==> config.mk <==
export PLATFORM = sky130hd
export DESIGN_NAME = bcd_calendar
export DESIGN_NICKNAME = d
export VERILOG_FILES = /design/src/rtl/calendar_pkg.sv /design/src/rtl/calendar_bcd_field.sv /design/src/rtl/calendar_month_len.sv /design/src/rtl/bcd_calendar.sv
export SDC_FILE = /design/constraint.sdc
export NUM_CORES = 1
export LEC_CHECK = 0
export BUFFER_PORTS_ARGS = -buffer_cell sky130_fd_sc_hd__buf_2
export CELL_PAD_IN_SITES_DETAIL_PLACEMENT = 0
export CELL_PAD_IN_SITES_GLOBAL_PLACEMENT = 2
export CORE_MARGIN = 4
export CORE_UTILIZATION = 35
export CTS_CLUSTER_SIZE = 16
export DETAILED_ROUTE_END_ITERATION = 12
export PLACE_DENSITY = 0.84
export SYNTH_ARGS = -nofsm -noshare
export SYNTH_HDL_FRONTEND = slang
export SYNTH_HIERARCHICAL = 1
export SYNTH_SLANG_ARGS = --single-unit
export TNS_END_PERCENT = 20
==> constraint.sdc <==
create_clock -name clk -period 5.8 [get_ports clk]
set_input_delay 1.16 -clock clk [delete_from_list [all_inputs] [get_ports clk]]
set_output_delay 1.16 -clock clk [all_outputs]
set_load 0.005 [all_outputs]
==> src/rtl/calendar_pkg.sv <==
`timescale 1ns/1ps
package calendar_pkg;

    typedef logic [7:0] bcd8_t;

    typedef enum logic {
        ST_RUN  = 1'b0,
        ST_HALT = 1'b1
    } run_state_e;

    localparam int NUM_FIELDS = 8;
    localparam int F_SEC   = 0;
    localparam int F_MIN   = 1;
    localparam int F_HOUR  = 2;
    localparam int F_DATE  = 3;
    localparam int F_MONTH = 4;
    localparam int F_YEAR  = 5;
    localparam int F_CENT  = 6;
    localparam int F_DOW   = 7;

    // Next value of a two-digit BCD number, no wrap handling.
    function automatic bcd8_t bcd_next(input bcd8_t v);
        if (v[3:0] >= 4'd9) return {v[7:4] + 4'd1, 4'd0};
        else                return {v[7:4], v[3:0] + 4'd1};
    endfunction

    // 10*t + u is congruent to 2*t + u modulo 4.
    function automatic logic year_is_leap(input bcd8_t y);
        logic [1:0] m;
        m = y[1:0] + {y[4], 1'b0};
        return (m == 2'd0);
    endfunction

    function automatic bcd8_t field_top(input int idx);
        case (idx)
            F_SEC, F_MIN: return 8'h59;
            F_HOUR:       return 8'h23;
            F_DATE:       return 8'h31;
            F_MONTH:      return 8'h12;
            F_YEAR:       return 8'h99;
            F_CENT:       return 8'h39;
            default:      return 8'h07;
        endcase
    endfunction

    function automatic bcd8_t field_floor(input int idx);
        case (idx)
            F_DATE, F_MONTH, F_DOW: return 8'h01;
            default:                return 8'h00;
        endcase
    endfunction

endpackage

==> src/rtl/calendar_bcd_field.sv <==
`timescale 1ns/1ps
module calendar_bcd_field
    import calendar_pkg::*;
#(
    parameter bcd8_t FLOOR = 8'h00,
    parameter bcd8_t RST   = 8'h00
) (
    input  logic  clk,
    input  logic  rst_n,
    input  logic  load,
    input  bcd8_t ld_val,
    input  logic  inc,
    input  bcd8_t top,
    output bcd8_t q,
    output logic  carry
);

    // At-or-above compare keeps an out-of-range preset from running away.
    always_comb carry = inc && (q >= top);

    always_ff @(posedge clk or negedge rst_n) begin
        if (!rst_n)     q <= RST;
        else if (load)  q <= ld_val;
        else if (inc)   q <= carry ? FLOOR : bcd_next(q);
    end

endmodule

==> src/rtl/calendar_month_len.sv <==
`timescale 1ns/1ps
module calendar_month_len
    import calendar_pkg::*;
(
    input  bcd8_t month,
    input  bcd8_t year,
    output bcd8_t last_date
);

    always_comb begin
        unique case (month)
            8'h02:                     last_date = year_is_leap(year) ? 8'h29 : 8'h28;
            8'h04, 8'h06, 8'h09, 8'h11: last_date = 8'h30;
            default:                   last_date = 8'h31;
        endcase
    end

endmodule

==> src/rtl/bcd_calendar.sv <==
`timescale 1ns/1ps
module bcd_calendar
    import calendar_pkg::*;
#(
    parameter int          PHASES        = 4,
    parameter logic [5:0]  RESET_CENTURY = 6'h20
) (
    input  logic       clk,
    input  logic       rst_n,
    input  logic       sub_tick,
    input  logic       stop,
    input  logic       load,
    input  logic [7:0] ld_sec,
    input  logic [7:0] ld_min,
    input  logic [7:0] ld_hour,
    input  logic [2:0] ld_dow,
    input  logic [7:0] ld_date,
    input  logic [7:0] ld_month,
    input  logic [7:0] ld_year,
    input  logic [5:0] ld_century,
    output logic [7:0] sec_o,
    output logic [7:0] min_o,
    output logic [7:0] hour_o,
    output logic [2:0] dow_o,
    output logic [7:0] date_o,
    output logic [7:0] month_o,
    output logic [7:0] year_o,
    output logic [5:0] century_o
);

    localparam int PW = (PHASES > 1) ? $clog2(PHASES) : 1;
    localparam logic [PW-1:0] PH_LAST = PW'(PHASES - 1);

    run_state_e    state_q, state_d;
    logic [PW-1:0] phase_q;
    logic          count_en, second_adv;

    bcd8_t                 fld_q     [NUM_FIELDS];
    bcd8_t                 fld_ld    [NUM_FIELDS];
    bcd8_t                 fld_top   [NUM_FIELDS];
    logic [NUM_FIELDS-1:0] fld_inc;
    logic [NUM_FIELDS-1:0] fld_carry;
    bcd8_t                 date_last;

    // State register
    always_ff @(posedge clk or negedge rst_n) begin
        if (!rst_n) state_q <= ST_RUN;
        else        state_q <= state_d;
    end

    always_comb begin
        state_d = state_q;
        unique case (state_q)
            ST_RUN:  if (stop)  state_d = ST_HALT;
            ST_HALT: if (!stop) state_d = ST_RUN;
        endcase
    end

    // Outputs of the state machine: count enable and second strobe
    always_comb begin
        count_en = 1'b0;
        unique case (state_q)
            ST_RUN:  count_en = !stop && !load;
            ST_HALT: count_en = 1'b0;
        endcase
        second_adv = count_en && sub_tick && (phase_q == PH_LAST);
    end

    always_ff @(posedge clk or negedge rst_n) begin
        if (!rst_n)                     phase_q <= '0;
        else if (load)                  phase_q <= '0;
        else if (count_en && sub_tick)  phase_q <= (phase_q == PH_LAST) ? '0 : phase_q + 1'b1;
    end

    calendar_month_len u_mlen (
        .month     (fld_q[F_MONTH]),
        .year      (fld_q[F_YEAR]),
        .last_date (date_last)
    );

    always_comb begin
        fld_ld[F_SEC]   = ld_sec;
        fld_ld[F_MIN]   = ld_min;
        fld_ld[F_HOUR]  = ld_hour;
        fld_ld[F_DATE]  = ld_date;
        fld_ld[F_MONTH] = ld_month;
        fld_ld[F_YEAR]  = ld_year;
        fld_ld[F_CENT]  = {2'b00, ld_century};
        fld_ld[F_DOW]   = {5'b00000, ld_dow};
    end

    // Carry chain seconds -> century; day of week follows the date.
    always_comb begin
        fld_inc[F_SEC]   = second_adv;
        fld_inc[F_MIN]   = fld_carry[F_SEC];
        fld_inc[F_HOUR]  = fld_carry[F_MIN];
        fld_inc[F_DATE]  = fld_carry[F_HOUR];
        fld_inc[F_MONTH] = fld_carry[F_DATE];
        fld_inc[F_YEAR]  = fld_carry[F_MONTH];
        fld_inc[F_CENT]  = fld_carry[F_YEAR];
        fld_inc[F_DOW]   = fld_carry[F_HOUR];
    end

    for (genvar i = 0; i < NUM_FIELDS; i++) begin : g_field
        localparam bcd8_t RV = (i == F_CENT) ? {2'b00, RESET_CENTURY} : field_floor(i);

        if (i == F_DATE) begin : g_dyn
            assign fld_top[i] = date_last;
        end else begin : g_fix
            assign fld_top[i] = field_top(i);
        end

        calendar_bcd_field #(
            .FLOOR (field_floor(i)),
            .RST   (RV)
        ) u_fld (
            .clk    (clk),
            .rst_n  (rst_n),
            .load   (load),
            .ld_val (fld_ld[i]),
            .inc    (fld_inc[i]),
            .top    (fld_top[i]),
            .q      (fld_q[i]),
            .carry  (fld_carry[i])
        );
    end

    assign sec_o     = fld_q[F_SEC];
    assign min_o     = fld_q[F_MIN];
    assign hour_o    = fld_q[F_HOUR];
    assign date_o    = fld_q[F_DATE];
    assign month_o   = fld_q[F_MONTH];
    assign year_o    = fld_q[F_YEAR];
    assign century_o = fld_q[F_CENT][5:0];
    assign dow_o     = fld_q[F_DOW][2:0];

endmodule

After elaboration in Yosys (flattened, before gate mapping)
Index checks and enable logic that the tools add are counted.

storage, ports and cells
  flip-flop bits (word level) = 67
  input bits = 62
  output and inout port bits = 57

cells by class
  $add $sub $neg = 18
  order comparisons = 16
  equal/unequal tests = 6
  muxes and demuxes = 39
  bitwise logic cells = 1
  reduce and logical (&&, ||, !) cells = 39

operators by type and width
  kind                 count
  $mux 8               32
  $add 4x1->4 const B  16
  $ge 4x4->1 const B   8
  $reduce_bool 3->1    8
  $eq 8x3->1 const B   2
  $ge 8x6->1 const B   2
  $ge 8x7->1 const B   2
  $pmux 8 s2           1
  $reduce_and 2->1     8
  $reduce_bool 2->1    8
  $logic_and 1x1->1    11
  $eq 8x2->1 const B   1
  $eq 8x4->1 const B   1
  $eq 8x5->1 const B   1
  $ge 8x3->1 const B   1
  $ge 8x5->1 const B   1
  $ge 8x8->1           1
  $ge 8x8->1 const B   1
  $mux 2               3
  $reduce_or 4->1      1
  $add 2x1->2 const B  1
  $add 2x2->2          1
  $eq 2x2->1 const B   1
  $logic_not 1->1      2
  other kinds (4)      5

Depth between registers and ports, before layout
Gate-level depths: netlist of the first run.

  depth after elaboration = 15
  mapped depth = 25
  depth with buffers taken out = 21

Hierarchy
Netlist of the first run, hierarchy kept.

modules (own cells, without submodules)
  module                                     instances  cells an instance  area each (um2)  seq. area each (um2)
  calendar_bcd_field (g_field[0].u_fld ...)  4          90                 833.3            200.2
  calendar_bcd_field (g_field[3].u_fld ...)  3          92                 792.0            201.4
  calendar_bcd_field (g_field[6].u_fld)      1          90                 834.6            201.4
  bcd_calendar                               1          14                 167.7            75.1
  calendar_month_len                         1          22                 160.2            0.0

Worst setup path after synthesis of the first run
No wires, ideal clock.

  path kind = in2reg
  start = in stop
  end = reg g_field[6].u_fld.q[5]
  setup time = 0.082 ns
  arrival time = 5.911 ns
  required time = 5.718 ns
  path slack = -0.194 ns
  cell stages on the path = 25
  cell sequence = nor3b_4 -> and3b_1 -> clkbuf_1 -> nand2_1 -> o32a_1 -> inv_1 -> clkbuf_1 -> nand2_1 -> o32a_1 -> inv_1 -> clkbuf_1 -> nand2_1 -> o32a_1 -> inv_1 -> nor2b_1 -> nor2b_1 -> clkbuf_1 -> nand2_1 -> o32a_1 -> inv_1 -> clkbuf_1 -> nand2_1 -> o32a_1 -> a32o_1 -> mux2_4

on the way
  longest elaborated chain between the ends = 15
  elaborated cells on any way between the ends = 18
  those cells by class = 4 x mux; 14 x reduce/logical

RTL lines
  item                                 line                      text
  start: declaration                   bcd_calendar.sv:11        input logic stop,
  $logic_not 1->1 (*)                  bcd_calendar.sv:63        ST_RUN: count_en = !stop && !load;
  $logic_and 1x1->1 (*)                bcd_calendar.sv:63
  $pmux 1 s2 (*)                       bcd_calendar.sv:62        unique case (state_q)
  $logic_and 1x1->1 (*) (2 in series)  bcd_calendar.sv:66        second_adv = count_en && sub_tick && (phase_q == PH_LAST);
  via second_adv                       bcd_calendar.sv:36        logic count_en, second_adv;
  $logic_and 1x1->1 (*)                calendar_bcd_field.sv:19  always_comb carry = inc && (q >= top);
  via fld_carry[0]                     bcd_calendar.sv:42        logic [NUM_FIELDS-1:0] fld_carry;
  $logic_and 1x1->1 (*)                calendar_bcd_field.sv:19
  via fld_carry[1]                     bcd_calendar.sv:42
  [... 1 more ...]                     n/a
  via fld_carry[2]                     bcd_calendar.sv:42
  [... 1 more ...]                     n/a
  via fld_carry[3]                     bcd_calendar.sv:42
  $logic_and 1x1->1 (*)                calendar_bcd_field.sv:19
  via fld_carry[4]                     bcd_calendar.sv:42
  $logic_and 1x1->1 (*)                calendar_bcd_field.sv:19
  via fld_carry[5]                     bcd_calendar.sv:42
  $logic_and 1x1->1                    calendar_bcd_field.sv:19
  $mux 8 (2 in series)                 calendar_bcd_field.sv:24  else if (inc) q <= carry ? FLOOR : bcd_next(q);
  $mux 8                               calendar_bcd_field.sv:23  else if (load) q <= ld_val;
  end signal: assignment               calendar_bcd_field.sv:23
  end signal: assignment               calendar_bcd_field.sv:24
  end: declaration                     calendar_bcd_field.sv:14  output bcd8_t q,

The timed path passes the listed nets; every way through them passes the cells marked *. The select of a mux whose other input is x is not followed.
A chain may end at the register's enable or synchronous reset.

Final worst setup path of the first run
Ends and elaborated chain as after synthesis.

==> metrics.md, run 1 <==
| Metric | Value |
|---|---|
| Status | `finished, final reports clean` |
| ANT cells | `0` |
| Drc violations | `0` |
| CP startpoint kind | `primary input` |
| Final Hold Fails | `0` |
| Drt pass-1 iters | `4` |
| Die area | `21,900 µm²` |
| Final Non-Filler Cells | `1,199` |
| Syn_area_per_cell | `9.02 µm²` |
| Worst EP arrival | `5.57 ns` |
| Initial antenna violation count | `2` |
| Initial Util | `36.1%` |
| Post-DP Area | `about 7900 µm²` |
| Clock sink count | `67` |
| Final instance area | `8230 µm²` |
| Die X-Extent | `~150 µm` |
| Worst slew margin | `between 40 and 50%` |
| CTS root buf | `clkbuf_16` |
| Post-CTS Resized | `0` |
| FP Rows | `50` |
| Final setup viols | `0` |
| Mean routed wirelength per cell | `14.5 µm` |
| Area leader, netlist | `dfrtp_1` |
| Post-CTS Hold Buffers | `0` |
| Via count | `5,951` |
| Boundary pin count | `119` |
| Global-route wire length before repair | `between 20,000 and 30,000 µm` |
| GRT overflow | `0` |
| Clk_lat worst skew | `~0.34 ns` |
| Fmax | `189 MHz` |
| Final period util | `91.4%` |
| Worst EP required | `a little over 6 ns` |
| Most frequent cell after synthesis | `inv_1` |
| Fin nets | `1,093` |
| Worst slew pin tran | `0.765 ns` |
| Routed Antenna Nets | `0` |
| Synth warnings | `6` |
| Asr flop ratio synth | `100%` |
| Largest net degree at the start of global routing | `76` |
| Drt initial violations | `262` |
| TritonCTS clock tree | `done` |
| Synth cell types | `67` |
| Fin crit period | `5.30 ns` |
| Chip Height | `148 µm` |
| RSZ-0062 raised after global routing | `no` |
| RD Place Congestion | `0.778` |
| Layout cells sized above 1 | `22.6%` |
| Synth cell count leaders | `inv_1 (118), ha_1 (97), dfrtp_1 (63)` |
| Number of synthesized flops with an enable pin | `0` |
| H-tree Lvls | `3` |
| WL met1 | `8570 µm` |
| Post-DP HPWL | `13,300 µm` |
| CTS Buffer Depth | `2` |
| Seq/Total Area, Yosys | `24.5%` |
| Worst setup EP type | `register` |
| Syn-to-layout area delta | `19.8%` |
| Max Slew Vio Count | `0` |
| Port-buffer cells | `118` |
| GRT Total Usage | `between 10% and 20%` |
| Fin worst setup slack | `approximately 0.5 ns` |
| Vias per cell | `4.96` |
| Metal2 WL | `7890 µm` |
| P per Cell Area | `approximately 220 nW/µm²` |
| Metal3 WL | `692 µm` |
| Core Area | `19,000 µm²` |
| Top-area cell type share of the netlist area | `between 20% and 30%` |
| HP Class | `reg -> reg` |
| Routed wire length | `17,300 µm` |
| Peak supply drop | `0.000139 V` |
| # Post-CTS Setup Buffers | `0` |
| Worst slack, placed | `0.171 ns` |
| Setup TNS | `0 ns` |
| Post-Syn Area | `6870 µm²` |
| Top sig layer | `met5` |
| Fillers | `1,961` |
| #FFs+latches synth | `67` |
| Clock transition at path regs | `0.06 ns` |
| WHS | `0.570 ns` |
| Post-Place Cells | `between 1,000 and 1,500` |
| Max cap viols | `0` |
| Vias in the first global route | `5,698` |
| Leak pwr | `between 3 and 4 nW` |
| Top cells by area in the synthesized netlist | `dfrtp_1 (23%), ha_1 (18%), inv_1 (6.4%)` |
| Critical path type | `in -> reg` |
| Mapped Cells | `762` |
| TritonCTS buffer count | `9` |
| Final clock skew | `0.00531 ns` |
| Main synth FF type | `dfrtp_1` |
| Worst-path fanout max | `9` |
==> power breakdown <==
group / switching [mW] / internal (mW)
Sequential: 0.109 / 0.532
Combinational: 0.332 / 0.296
Clock: 0.217 / 0.324
Total: 0.659 / 1.15
==> metal layers <==
layer | up-vias | global-route usage (%)
met4 | 2 | 4.16
met5 | - | 0
met3 | 11 | 3.23
li1 | 3080 | -
met2 | 97 | 25.6
met1 | 2761 | 22.4
==> layout by cell type, fill, tap and decap left out, types with 6 or more instances in the layout <==
master,instances
inv_1,117
buf_2,116
ha_1,97
conb_1,68
dfrtp_1,63
nand2_1,40
nand3_1,33
nor2_1,27
nor3_1,23
o21ai_0,20
nor4_1,16
mux2i_1,15
o21ai_1,15
nand2b_1,14
o21a_1,13
a32oi_1,13
buf_4,11
a221o_1,10
nor2b_1,9
clkbuf_16,9
nand4_1,9
nand2b_4,8
a211o_1,8
o31ai_1,8
nor2_2,8
a22o_1,8
and2_1,8
o211ai_1,7
a31oi_1,6
a21boi_0,6
==> final timing paths <==
kind                            cells after the start                               from                           endpoint  slack (ns)
worst max-delay path                               22                               stop  g_field[6].u_fld/q[5]$_DFFE_PN1P_        0.50
worst min-delay path                                2             phase_q[1]$_DFFE_PN0P_             phase_q[1]$_DFFE_PN0P_        0.57
worst max register to register                     22  g_field[0].u_fld/q[0]$_DFFE_PN0P_  g_field[6].u_fld/q[5]$_DFFE_PN1P_        0.98
worst min register to register                      2             phase_q[1]$_DFFE_PN0P_             phase_q[1]$_DFFE_PN0P_        0.57
max in group asynchronous                           2                              rst_n  g_field[3].u_fld/q[0]$_DFFE_PN1P_        4.12
min in group asynchronous                           1                              rst_n  g_field[1].u_fld/q[6]$_DFFE_PN0P_        0.78
==> registers in the layout (all words and copies together) (netlist names) <==
register	flops
phase_q	2
state_q	1
g_field.u_fld/q	64
==> through the flow <==
step | utilization [%] | power, mW
2_1_floorplan | - | 1.08
3_3_place_gp | 41.8 | 1.28
3_5_place_dp | 41.8 | 1.28
4_1_cts | 43.3 | 1.84
5_1_grt | 43.3 | 1.95
6_report | 43.3 | 1.81
==> logic make-up (layout without fill, tap and decap cells) <==
kind of cell,Yosys count,after routing,synth area share [%]
mux,21,21,3.44
simple gates,225,225,18.8
compound gates,198,198,26.4
buf+inv,148,261,8.79
other cells,4,68,0.218
flops,67,67,24.5
fa+ha+maj,97,97,17.7
xor+xnor,2,2,0.255
==> layout make-up <==
| type | count | area [µm²] | area share, % |
|---|---|---|---|
| Sequential cell | 67 | 1680 | 20.4 |
| Clock inverter | 2 | 10.0 | 0.122 |
| Tap cell | 260 | 325 | 3.95 |
| Clock buffer | 14 | 274 | 3.33 |
| Timing Repair Buffer | 127 | 663 | 8.06 |
| Multi-Input combinational cell | 611 | 4830 | 58.7 |
| Inverter | 118 | 443 | 5.38 |
==> worst max-delay path: stages <==
cell and delay, ns:
buf_2 0.12, nor3b_4 0.24, and3b_1 0.31, nand2_1 0.08, o32a_1 0.33, inv_1 0.12
nand2_1 0.06, o32a_1 0.32, inv_1 0.18, buf_4 0.19, inv_1 0.06, o32a_1 0.21
inv_2 0.07, nor2b_4 0.13, nor2b_1 0.34, nand2_1 0.09, o32a_1 0.34, inv_1 0.26
nand2_1 0.09, o32a_1 0.34, a32o_1 0.25, mux2_4 0.25
Power figures use the tool's default switching activity.
==> run 2: changes to the inputs <==
Settings changed: CORE_MARGIN 4 to not set, HOLD_SLACK_MARGIN set to 0.1.
==> run 2 against run 1 <==
Against the previous run: maximum frequency increased by 2.2%; clock skew about the same; highest routed layer unchanged; register-to-register slack improved by 0.10 ns; critical path depth unchanged; cell area decreased by 0.29%; combinational power about the same; critical endpoint unchanged; worst setup slack improved by 0.12 ns.
==> metrics.md, run 2 (synthesized netlist as in run 1, its figures left out) <==
| Metric | Value |
|---|---|
| Setup TNS | `0 ns (unchanged)` |
| Family with the most delay on the worst path | `compound AO/OA/AOI/OAI gates (unchanged)` |
| Largest net degree at the start of global routing | `78 (was 76)` |
| Vias per cell | `4.88 (was 4.96)` |
| Worst EP required | `6.07 ns (about the same)` |
| Worst slack, placed | `0.180 ns (was 0.171 ns)` |
| Clk_lat worst skew | `0.34 ns (about the same)` |
| Fin crit period | `5.18 ns (was 5.30 ns)` |
| Worst slew pin tran | `0.976 ns (was 0.765 ns)` |
| Post-CTS Resized | `0 (unchanged)` |
| Die area | `20,200 µm² (was 21,900 µm²)` |
| Final setup viols | `0 (unchanged)` |
| Bufs and invs on worst path | `7 (unchanged)` |
| Initial Util | `36.3% (was 36.1%)` |
| Layout cells sized above 1 | `22.4% (was 22.6%)` |
| CTS Buffer Depth | `2 (unchanged)` |
| Drt initial violations | `214 (was 262)` |
| Max cap viols | `0 (unchanged)` |
| # Post-CTS Setup Buffers | `0 (unchanged)` |
| Critical path type | `in -> reg (unchanged)` |
| CP startpoint kind | `primary input (unchanged)` |
| Die X-Extent | `142 µm (was 148 µm)` |
| WHS | `0.556 ns (was 0.570 ns)` |
| Worst setup EP type | `register (unchanged)` |
| Via count | `5,855 (was 5,951)` |
| Biggest register | `g_field.u_fld/q (unchanged)` |
| Routed wire length | `16,800 µm (was 17,300 µm)` |
| Routed Antenna Nets | `0 (unchanged)` |
| Port-buffer cells | `118 (unchanged)` |
| TritonCTS clock tree | `done (unchanged)` |
| CP Cell Sequence | `buf_2 -> nor3b_4 -> and3b_1 -> nand2_1 -> o32a_1 -> inv_1 -> nand2_1 -> o32a_1 -> inv_1 -> buf_4 -> inv_1 -> o32a_1 -> inv_2 -> nor2b_4 -> nor2b_1 -> nand2_1 -> o32a_1 -> inv_1 -> nand2_1 -> o32a_1 -> a32o_1 -> mux2_4 (unchanged)` |
| Clock transition at path regs | `0.06 ns (about the same)` |
| Vias in the first global route | `5,746 (was 5,698)` |
| Commonest non-fill, non-tap cell in the layout | `inv_1 (unchanged)` |
| Fin nets | `1,092 (was 1,093)` |
| Area of the multi-input gates | `4830 µm² (unchanged)` |
| Clock sink count | `67 (unchanged)` |
| Critical Path Max Stage Delay | `0.33 ns (was 0.34 ns)` |
| Max Slew Vio Count | `0 (unchanged)` |
| CTS root buf | `clkbuf_16 (unchanged)` |
| Fin worst setup slack | `0.617 ns (was 0.501 ns)` |
| Post-Place Cells | `1,182 (was 1,183)` |
| Fillers | `1,941 (was 1,961)` |
| Drt pass-1 iters | `4 (unchanged)` |
| GRT overflow | `0 (unchanged)` |
| Worst-path fanout max | `9 (unchanged)` |
| H-tree Lvls | `3 (unchanged)` |
| Final Hold Fails | `0 (unchanged)` |
| Syn-to-layout area delta | `19.4% (was 19.8%)` |
| Final instance area | `8210 µm² (was 8230 µm²)` |
| Mean routed wirelength per cell | `14.1 µm (was 14.5 µm)` |
| Post-DP HPWL | `12,700 µm (was 13,300 µm)` |
| Sequential Area | `1680 µm² (unchanged)` |
| Worst EP arrival | `5.45 ns (was 5.57 ns)` |
| Initial antenna violation count | `2 (unchanged)` |
| Final Non-Filler Cells | `1,199 (unchanged)` |
| Leak pwr | `3.99 nW (was 4.00 nW)` |
| Peak supply drop | `0.000144 V (was 0.000139 V)` |
| Boundary pin count | `119 (unchanged)` |
| TritonCTS buffer count | `9 (unchanged)` |
| Status | `finished, final reports clean (unchanged)` |
| Drc violations | `0 (unchanged)` |
| GRT Total Usage | `18.0% (was 16.1%)` |
| Global-route wire length before repair | `29,000 µm (was 28,900 µm)` |
| Chip Height | `142 µm (was 148 µm)` |
| Cell mode on critical path | `o32a_1 (unchanged)` |
| Final period util | `89.4% (was 91.4%)` |
| RSZ-0062 raised after global routing | `no (unchanged)` |
| Top Registers | `g_field.u_fld/q x64, phase_q x2, state_q x1 (unchanged)` |
| Fmax | `193 MHz (was 189 MHz)` |
| FP Rows | `50 (unchanged)` |
| P per Cell Area | `217 nW/µm² (was 220 nW/µm²)` |
| Worst slew margin | `34.9% (was 48.6%)` |
| Slowest cell on crit path | `o32a_1 (was nor2b_1)` |
| Commonest cells after routing, fill and taps aside | `inv_1 (117), buf_2 (116), ha_1 (97) (unchanged)` |
| Final clock skew | `0.00507 ns (was 0.00531 ns)` |
| RD Place Congestion | `0.773 (was 0.778)` |
| Core Area | `19,000 µm² (about the same)` |
| Max FFs per register | `64 (unchanged)` |
| Post-CTS Hold Buffers | `0 (unchanged)` |
| HP Class | `reg -> reg (unchanged)` |
| Post-DP Area | `7940 µm² (was 7950 µm²)` |
==> run 2: changes by cell type in the layout (fill, tap and decap cells not counted), sizes merged <==
cell / change
clkbuf: -1
diode: +1
clkinv: +1
buf: -1
==> run 2: per-layer routing <==
| metal | vias up | global-route usage [%] | wire (µm) |
|---|---|---|---|
| li1 | 3081 | - | - |
| met1 | 2686 | 24.2 | 8360 |
| met2 | 78 | 29.2 | 7750 |
| met3 | 8 | 3.57 | 678 |
| met4 | 2 | 4.75 | 51 |
| met5 | - | 0 | 13 |
==> run 2: where the power goes <==
group          internal, mW  total [mW]  switching [mW]
Combinational         0.294       0.625           0.331
Sequential            0.532       0.640           0.108
Clock                 0.300       0.516           0.216
==> run 2: through the flow <==
step | util, % | total power [mW]
global placement | 41.9 | 1.28
finish | 43.3 | 1.78
floorplan | - | 1.08
detailed placement | 41.9 | 1.28
CTS | 43.3 | 1.81
global route | 43.3 | 1.93
==> run 2: worst min-delay path, delay by kind of cell (launching register included) <==
kind / cells / cell delay [ns]
flops: 1 / 0.38
mux: 1 / 0.06
simple gates: 1 / 0.07
==> run 2: worst paths after layout <==
check	startpoint	end	slack (ns)	depth (start not counted)
worst max-delay path	stop	g_field[6].u_fld/q[5]$_DFFE_PN1P_	0.62	22
worst min-delay path	phase_q[1]$_DFFE_PN0P_	phase_q[1]$_DFFE_PN0P_	0.56	2
min in group asynchronous	rst_n	g_field[0].u_fld/q[5]$_DFFE_PN0P_	0.99	1
max in group asynchronous	rst_n	g_field[6].u_fld/q[6]$_DFFE_PN0P_	4.20	1
worst min register to register	phase_q[1]$_DFFE_PN0P_	phase_q[1]$_DFFE_PN0P_	0.56	2
worst max register to register	g_field[0].u_fld/q[0]$_DFFE_PN0P_	g_field[6].u_fld/q[5]$_DFFE_PN1P_	1.08	22
==> run 2: area by class of cell <==
cell class              instances  area share, %
diodes                          1         0.0305
clock buffers                  13           3.05
clock inverters                 3          0.183
inverters                     118           5.40
multi-input cells             611           58.9
flip-flops and latches         67           20.5
well taps                     260           3.96
repair buffers                126           7.99
